## src/rtl/btb_pkg.sv

```systemverilog
package btb_pkg;
  // Default geometry of the buffer
  localparam int DEF_PC_W  = 32;
  localparam int DEF_IDX_W = 6;
  // Instructions are four bytes wide
  localparam int INSTR_BYTES = 4;
  localparam int OFS_W = $clog2(INSTR_BYTES);
endpackage

```

## src/rtl/btb_addr_split.sv

```systemverilog
module btb_addr_split #(
  parameter int PC_W  = btb_pkg::DEF_PC_W,
  parameter int IDX_W = btb_pkg::DEF_IDX_W,
  localparam int OFS_W = btb_pkg::OFS_W,
  localparam int TAG_W = PC_W - IDX_W - OFS_W
) (
  input  logic [PC_W-1:0]  pc,
  output logic [IDX_W-1:0] idx,
  output logic [TAG_W-1:0] tag
);
  // Skip the byte offset, take the row bits, keep the rest as identity
  assign idx = pc[OFS_W +: IDX_W];
  assign tag = pc[PC_W-1 -: TAG_W];
endmodule

```

## src/rtl/btb_valid_bits.sv

```systemverilog
module btb_valid_bits #(
  parameter int IDX_W = btb_pkg::DEF_IDX_W,
  localparam int ROWS = 1 << IDX_W
) (
  input  logic             clk,
  input  logic             rst,
  input  logic             wr_en,
  input  logic [IDX_W-1:0] wr_idx,
  input  logic [IDX_W-1:0] rd_idx,
  output logic             rd_valid
);
  logic [ROWS-1:0] vld_q;

  // One flop per row so that reset can clear them all in one cycle
  for (genvar r = 0; r < ROWS; r++) begin : g_row
    always_ff @(posedge clk) begin
      if (rst)
        vld_q[r] <= 1'b0;
      else if (wr_en && (wr_idx == IDX_W'(r)))
        vld_q[r] <= 1'b1;
    end
  end

  assign rd_valid = vld_q[rd_idx];
endmodule

```

## src/rtl/btb_store.sv

```systemverilog
module btb_store #(
  parameter int IDX_W  = btb_pkg::DEF_IDX_W,
  parameter int DATA_W = 54,
  localparam int ROWS = 1 << IDX_W
) (
  input  logic              clk,
  input  logic              wr_en,
  input  logic [IDX_W-1:0]  wr_idx,
  input  logic [DATA_W-1:0] wr_data,
  input  logic [IDX_W-1:0]  rd_idx,
  output logic [DATA_W-1:0] rd_data
);
  // Tag and target rows: no reset, asynchronous read (distributed RAM)
  logic [DATA_W-1:0] mem [ROWS];

  always_ff @(posedge clk) begin
    if (wr_en)
      mem[wr_idx] <= wr_data;
  end

  assign rd_data = mem[rd_idx];
endmodule

```

## src/rtl/btb_match.sv

```systemverilog
module btb_match #(
  parameter int PC_W  = btb_pkg::DEF_PC_W,
  parameter int IDX_W = btb_pkg::DEF_IDX_W,
  localparam int OFS_W = btb_pkg::OFS_W,
  localparam int TAG_W = PC_W - IDX_W - OFS_W,
  localparam int TGT_W = PC_W - OFS_W
) (
  input  logic [PC_W-1:0]  pc,
  input  logic [TAG_W-1:0] pc_tag,
  input  logic             row_valid,
  input  logic [TAG_W-1:0] row_tag,
  input  logic [TGT_W-1:0] row_tgt,
  output logic             hit,
  output logic [PC_W-1:0]  next_pc,
  output logic [PC_W-1:0]  target
);
  localparam logic [PC_W-1:0] STEP = PC_W'(btb_pkg::INSTR_BYTES);

  always_comb begin
    hit = row_valid && (row_tag == pc_tag);
    target = '0;
    next_pc = pc + STEP;
    if (hit) begin
      target  = {row_tgt, {OFS_W{1'b0}}};
      next_pc = target;
    end
  end
endmodule

```

## src/rtl/btb_direct.sv

```systemverilog
module btb_direct #(
  parameter int PC_W  = btb_pkg::DEF_PC_W,
  parameter int IDX_W = btb_pkg::DEF_IDX_W
) (
  input  logic            clk,
  input  logic            rst,
  input  logic [PC_W-1:0] lk_pc,
  output logic            lk_hit,
  output logic [PC_W-1:0] lk_next_pc,
  output logic [PC_W-1:0] lk_target,
  input  logic            up_en,
  input  logic [PC_W-1:0] up_pc,
  input  logic [PC_W-1:0] up_target
);
  localparam int OFS_W  = btb_pkg::OFS_W;
  localparam int TAG_W  = PC_W - IDX_W - OFS_W;
  localparam int TGT_W  = PC_W - OFS_W;
  localparam int DATA_W = TAG_W + TGT_W;

  logic [IDX_W-1:0]  lk_idx, up_idx;
  logic [TAG_W-1:0]  lk_tag, up_tag;
  logic              row_valid;
  logic [DATA_W-1:0] row_data, wr_data;

  btb_addr_split #(.PC_W(PC_W), .IDX_W(IDX_W)) u_split_lk (
    .pc(lk_pc), .idx(lk_idx), .tag(lk_tag)
  );

  btb_addr_split #(.PC_W(PC_W), .IDX_W(IDX_W)) u_split_up (
    .pc(up_pc), .idx(up_idx), .tag(up_tag)
  );

  // Entry layout: tag in the upper part, word-aligned target below it
  assign wr_data = {up_tag, up_target[PC_W-1:OFS_W]};

  btb_valid_bits #(.IDX_W(IDX_W)) u_valid (
    .clk(clk), .rst(rst), .wr_en(up_en), .wr_idx(up_idx),
    .rd_idx(lk_idx), .rd_valid(row_valid)
  );

  // The table has no reset, so writes during reset are dropped here too
  btb_store #(.IDX_W(IDX_W), .DATA_W(DATA_W)) u_store (
    .clk(clk), .wr_en(up_en && !rst), .wr_idx(up_idx), .wr_data(wr_data),
    .rd_idx(lk_idx), .rd_data(row_data)
  );

  btb_match #(.PC_W(PC_W), .IDX_W(IDX_W)) u_match (
    .pc(lk_pc), .pc_tag(lk_tag), .row_valid(row_valid),
    .row_tag(row_data[DATA_W-1 -: TAG_W]), .row_tgt(row_data[TGT_W-1:0]),
    .hit(lk_hit), .next_pc(lk_next_pc), .target(lk_target)
  );
endmodule

```

## config.mk

```make
export PLATFORM = sky130hd
export DESIGN_NAME = btb_direct
export DESIGN_NICKNAME = d
export VERILOG_FILES = /design/src/rtl/btb_pkg.sv /design/src/rtl/btb_addr_split.sv /design/src/rtl/btb_valid_bits.sv /design/src/rtl/btb_store.sv /design/src/rtl/btb_match.sv /design/src/rtl/btb_direct.sv
export SDC_FILE = /design/constraint.sdc
export NUM_CORES = 2
export LEC_CHECK = 0
export ABC_AREA = 0
export BUFFER_PORTS_ARGS = -buffer_cell sky130_fd_sc_hd__buf_4
export CAP_MARGIN = 20
export CORE_MARGIN = 2
export CORE_UTILIZATION = 57
export CTS_CLUSTER_SIZE = 20
export DETAILED_ROUTE_END_ITERATION = 7
export HOLD_SLACK_MARGIN = 0.15
export PLACE_DENSITY = 0.76
export SYNTH_ARGS = -nofsm -noshare
export SYNTH_HDL_FRONTEND = slang
export SYNTH_SLANG_ARGS = --single-unit
```

## constraint.sdc

```tcl
create_clock -name clk -period 3.6 [get_ports clk]
set_input_delay 0.18 -clock clk [delete_from_list [all_inputs] [get_ports clk]]
set_output_delay 0.18 -clock clk [all_outputs]
set_load 0.01 [all_outputs]
```

# Word level (Yosys, flattened, before mapping)
# Memory sizes are Yosys's and may differ from the RTL's.
# Index checks and enable logic that the tools add are counted.
# classes
addsub,1
n_mul,0
div,0
order_cmp,1
n_eq_ne,64
shifts,0
n_mux,6
bitwise_logic,0
reduce_logical,68
# op_table
operator,n
"6-bit == test, second input constant",32
"6-bit by 5-bit == test with 1-bit output, second input constant",16
1-bit logical AND,66
32-bit two-way mux,2
"6-bit by 4-bit == test with 1-bit output, second input constant",8
"32-bit by 3-bit adder with 32-bit output, second input constant",1
24-bit == test,1
"6-bit by 3-bit == test with 1-bit output, second input constant",4
"6-bit by 2-bit == test with 1-bit output, second input constant",2
"6-bit by 7-bit less-than comparator with 1-bit output, second input constant",1
1-bit binary-select mux with 6-bit select,1
"6-bit by 1-bit == test with 1-bit output, second input constant",1
6-bit zero test,1
1-bit two-way mux,3
1-bit zero test,1
# word_totals
regBits,64
latchBits,0
ram_bits,3456
romBits,0
output_inout_bits,65
elab_cells,205
n_memories,1
# mem_list
memory,depth,word_bits,rd,rd_clocked_by_memory_dff,wr,line_no,source
u_store.mem,64,54,1,0,1,btb_store.sv:14,logic [DATA_W-1:0] mem [ROWS];

# Logic depth before layout (Yosys ltp)
# logic_depth
depth_word,4
ltp_mapped,18

# By module
# From an unflattened synthesis, not the netlist that was laid out.
# unflattened
hier_cells,5970
hier_area_um2,135662.6
# modules_own_cells
module,instances,cells_per_inst,area_each_um2,seq_area_each_um2
btb_store,1,5440,131059.4,103779.5
btb_valid_bits,1,274,2581.2,1281.2
btb_match,1,195,1557.7,0.0
btb_addr_split,2,30,225.2,0.0
btb_direct,1,1,13.8,0.0

# Worst setup path after synthesis
# No wires, ideal clock.
# synth_path
kind,input port to flip-flop
from,input up_pc[2]
to,memory u_store.mem[62][0] (enable)
arrival_time_ns,3.284
required_ns,3.134
setup_slack_ns,-0.150
stages,4
n_path_buf,1
cell_sequence,clkbuf_1 -> nor3b_1 -> nand3_1 -> nor2_1
# synth_lines
item,line_no,source
"start, declared",btb_direct.sv:12,"input logic [PC_W-1:0] up_pc,"
"end, declared",btb_store.sv:14,
# Straight into the memory's write port.

# Worst setup path after layout
# layout_path
from,memory u_store.mem[51][39]
to,output lk_next_pc[17]
# layout_via
elab_chain_len,4
# layout_rtl
item,line_no,source
memory 64 x 54 bit,n/a,
24-bit == test,btb_match.sv:20,hit = row_valid && (row_tag == pc_tag);
1-bit logical AND,btb_match.sv:20,
32-bit two-way mux,btb_match.sv:23,if (hit) begin
"end, declared",btb_direct.sv:9,"output logic [PC_W-1:0] lk_next_pc,"
# Every way passes these cells.

==> reports/results.tsv <==
stage	metric	value	unit
synth	number of register bits inferred by synthesis	3520	
clock_tree	CTS max path bufs	4	
global_route	overall overflow remaining after global route	0	
routing	Initial DRT Pass Iterations	6	
synth	number of enable flip-flop cells after synthesis	3456	
sta	relative max-transition margin	0.3391	
synth	library cells used by synthesis	78	
placed_design	DP HPWL	232.1	mm
die	num rows	179	
placed_design	routability cong.	0.9069	
worst_setup_path	critical path fanouts, max	5	
die	die boundary width	492.3	um
power_and_ir_drop	Cell Pwr Density	541.7	nW/um^2
clock_tree	CTS H-tree lvls	5	
worst_hold_path	path type of the worst min-delay path	in -> reg	
worst_setup_path	startpoint kind of the worst setup timing path	flop	
synth	number of warnings printed during yosys synthesis	0	
synth	synthesized area per cell	23.05	sq um
placed_design	instance area at placement	146100	sq um
finish	cell area after layout	158500	sq um
finish	fraction of layout cells with a size suffix above 1	0.3338	
sta	maximum clock skew at final layout	0	ns
finish	area growth from synthesis to layout	16.62	%
clock_tree	total CTS buffers	355	
outcome	violations in the final reports	negative setup slack	
sta	min cycle time layout	4.960	ns
clock_tree	clock net sink count	3520	
synth	sequential area share after synthesis	0.7730	
worst_setup_path	type of the worst setup path	reg -> out	
sta	worst setup margin	-1.360	ns
finish	area of the multi-input gates	29810	sq um
worst_setup_path	category of the worst setup path capture point	output pin	
finish	most common cell after layout, fill and taps aside	sky130_fd_sc_hd__edfxtp_1	
die	starting density of the core	0.5725	
synth	Synth Cell Area	135900	sq um
routing	number of nets still failing antenna checks after routing	0	
routing	routed via count	74560	
power_and_ir_drop	static leakage	50.64	nW
global_route	vias in the first global route	73530	
die	Die H	492.3	um
worst_setup_path	Req. time, crit path	3.42	ns
finish	top library cells by usage in the layout, fill and taps aside	3456 x sky130_fd_sc_hd__edfxtp_1, 968 x sky130_fd_sc_hd__mux4_2, 538 x sky130_fd_sc_hd__buf_4	
routing	count of unresolved DRC violations after routing	0	
job	number of max-cap violations	0	
sta	Final setup viols	63	
clock_tree	clock root buffer	sky130_fd_sc_hd__clkbuf_16	
worst_setup_path	arrival time at the worst endpoint	4.78	ns
sta	setup repair after global routing missed its margin	yes	
finish	Storage cell area	105100	sq um
synth	synthesized instance count	5897	
sta	final hold slack	0.2567	ns
finish	final cell count without fillers	10180	
global_route	overall routing resource usage	0.3600	
outcome	result of the run	finished, violations left	
placed_design	placed cell count	9464	
sta	portion of the clock cycle consumed by the worst path in the final layout	1.378	
finish	# fillers	13990	
global_route	number of antenna violations at the first check in global routing	23	
clock_tree	Clk Latency, worst-skew pair	0.98	ns
sta	achievable clock frequency	201.6	MHz
routing	detailed-route vias per instance	7.323	
synth	Post-synth ARST share	0	
global_route	first-pass GRT wire length	593.8	mm
die	# IOs	164	
routing	final routed wirelength across all metal layers	438.6	mm
placed_design	Port Buf Inserts	157	
power_and_ir_drop	worst-case vdd ir drop	0.5786	mV
die	overall die area	242400	sq um
sta	transition time at the pin with the least slew margin	0.9890	ns
sta	Fin. Hold Viols	0	
synth	Primary FF master, synth	sky130_fd_sc_hd__edfxtp_1	
clock_tree	clock tree from TritonCTS	yes	
routing	per-cell routed wire length	43.08	um
global_route	pin count of the biggest net entering global routing	82	
clock_tree	CTS clock-pin slew for the worst setup and hold paths	0.07	ns
power_and_ir_drop	Power, Total	85.86	mW
finish	Final Net Count	6838	
sta	Final Slew Violations	0	
routing	drt initial violations	14250	
die	core outline area	237400	sq um
finish	Layout Utilization	0.6677	
==> worst max-delay path, stage by stage (launching register included) <==
cell and delay, ns:
sky130_fd_sc_hd__edfxtp_1 0.42, sky130_fd_sc_hd__mux4_2 0.53, sky130_fd_sc_hd__mux2_4 0.31, sky130_fd_sc_hd__o22ai_4 0.13
sky130_fd_sc_hd__a21oi_2 0.07, sky130_fd_sc_hd__o41a_1 0.43, sky130_fd_sc_hd__a221oi_2 0.22, sky130_fd_sc_hd__buf_4 0.21
sky130_fd_sc_hd__and4_4 0.23, sky130_fd_sc_hd__nand4_4 0.10, sky130_fd_sc_hd__nor3_4 0.24, sky130_fd_sc_hd__buf_12 0.19
sky130_fd_sc_hd__buf_12 0.14, sky130_fd_sc_hd__buf_16 0.13, sky130_fd_sc_hd__mux2_4 0.32, sky130_fd_sc_hd__buf_6 0.13
==> sequential cells by signal, summed over array words and instances (netlist names) <==
register / cells
u_store.mem: 3456
u_valid.vld_q: 64
==> power by group <==
| group | internal, mW | leakage, nW | switching, mW |
|---|---|---|---|
| logic | 1.97 | 13.7 | 2.89 |
| registers | 45.1 | 31.6 | 0.0514 |
| clock network | 20.3 | 5.35 | 15.5 |
| total | 67.4 | 50.6 | 18.4 |
==> cell usage after synthesis (all sizes together) (15+ instances only) <==
cell type | count | share of area
nand3 | 36 | 0.0014
a221oi | 31 | 0.0020
nand2 | 101 | 0.0028
and2 | 41 | 0.0019
nor2b | 18 | 0.00083
nor3 | 18 | 0.00075
mux2i | 177 | 0.013
o21ai | 34 | 0.0013
clkbuf | 95 | 0.0026
xnor2 | 36 | 0.0023
edfxtp | 3456 | 0.76
dfxtp | 64 | 0.0094
a21oi | 109 | 0.0040
mux2 | 38 | 0.0033
o221ai | 19 | 0.0012
xor2 | 18 | 0.0012
buf | 235 | 0.011
a211oi | 15 | 0.00083
a22oi | 41 | 0.0023
mux4 | 968 | 0.16
nor2 | 182 | 0.0050
==> cell families (layout without fill, tap and decap cells) <==
kind of cell	after synthesis	after routing	share of synthesized area
buffers and inverters	337	1443	0.01380
XOR/XNOR	54	54	0.003480
flip-flops	3520	3520	0.7730
other	1	12	0.00002759
AO/OA/AOI/OAI	341	341	0.01702
adder cells (fa/ha/maj)	1	1	0.00009204
multiplexers	1183	1183	0.1767
AND/OR/NAND/NOR	460	460	0.01589
==> metrics by stage <==
stage,setup slack (ns),TNS [ns]
finish,-1.360,-81.66
global route,-1.353,-81.32
CTS,-1.286,-74.10
detailed placement,-0.8584,-42.08
global placement,-0.8862,-43.04
floorplan,-0.1498,-209.26
==> timing repair <==
action / CTS / global route
setup endpoints to repair: 63 / 63
endpoints found under the hold margin: 3566 / 0
cloned: 4 / 1
hold buffers: 71 / 0
resized for setup: 62 / 35
setup buffers: 5 / 5
pin swaps: 8 / 5
==> path summary, 6_finish.rpt <==
path / slack (ns) / cells past startpoint / to / startpoint
worst max-delay path: -1.36 / 15 / lk_next_pc[17] / u_store.mem[51][39]
worst min-delay path: 0.26 / 2 / u_store.mem[44][29] / up_target[31]
worst max register to register: 1.88 / 4 / u_valid.vld_q[32] / u_valid.vld_q[32]
worst min register to register: 0.47 / 2 / u_valid.vld_q[52] / u_valid.vld_q[52]
==> layout make-up <==
type | count | share of cell area
Timing Repair Buffer | 813 | 0.05455
Antenna cell | 10 | 0.0001579
Tap cell | 3167 | 0.02500
Clock buffer | 444 | 0.05929
Clock inverter | 179 | 0.009907
Multi-Input combinational cell | 2041 | 0.1880
Sequential cell | 3520 | 0.6628
Inverter | 7 | 0.0002289
==> per-layer routing <==
layer,wire (um),up-vias,share of wire,track usage
met4,37640,10,0.086,0.2470
met5,71,-,0.00016,0
met3,62630,1673,0.14,0.09790
met1,135600,38350,0.31,0.4544
li1,-,26850,-,-
met2,202600,7674,0.46,0.5505
Power figures use the tool's default switching activity.
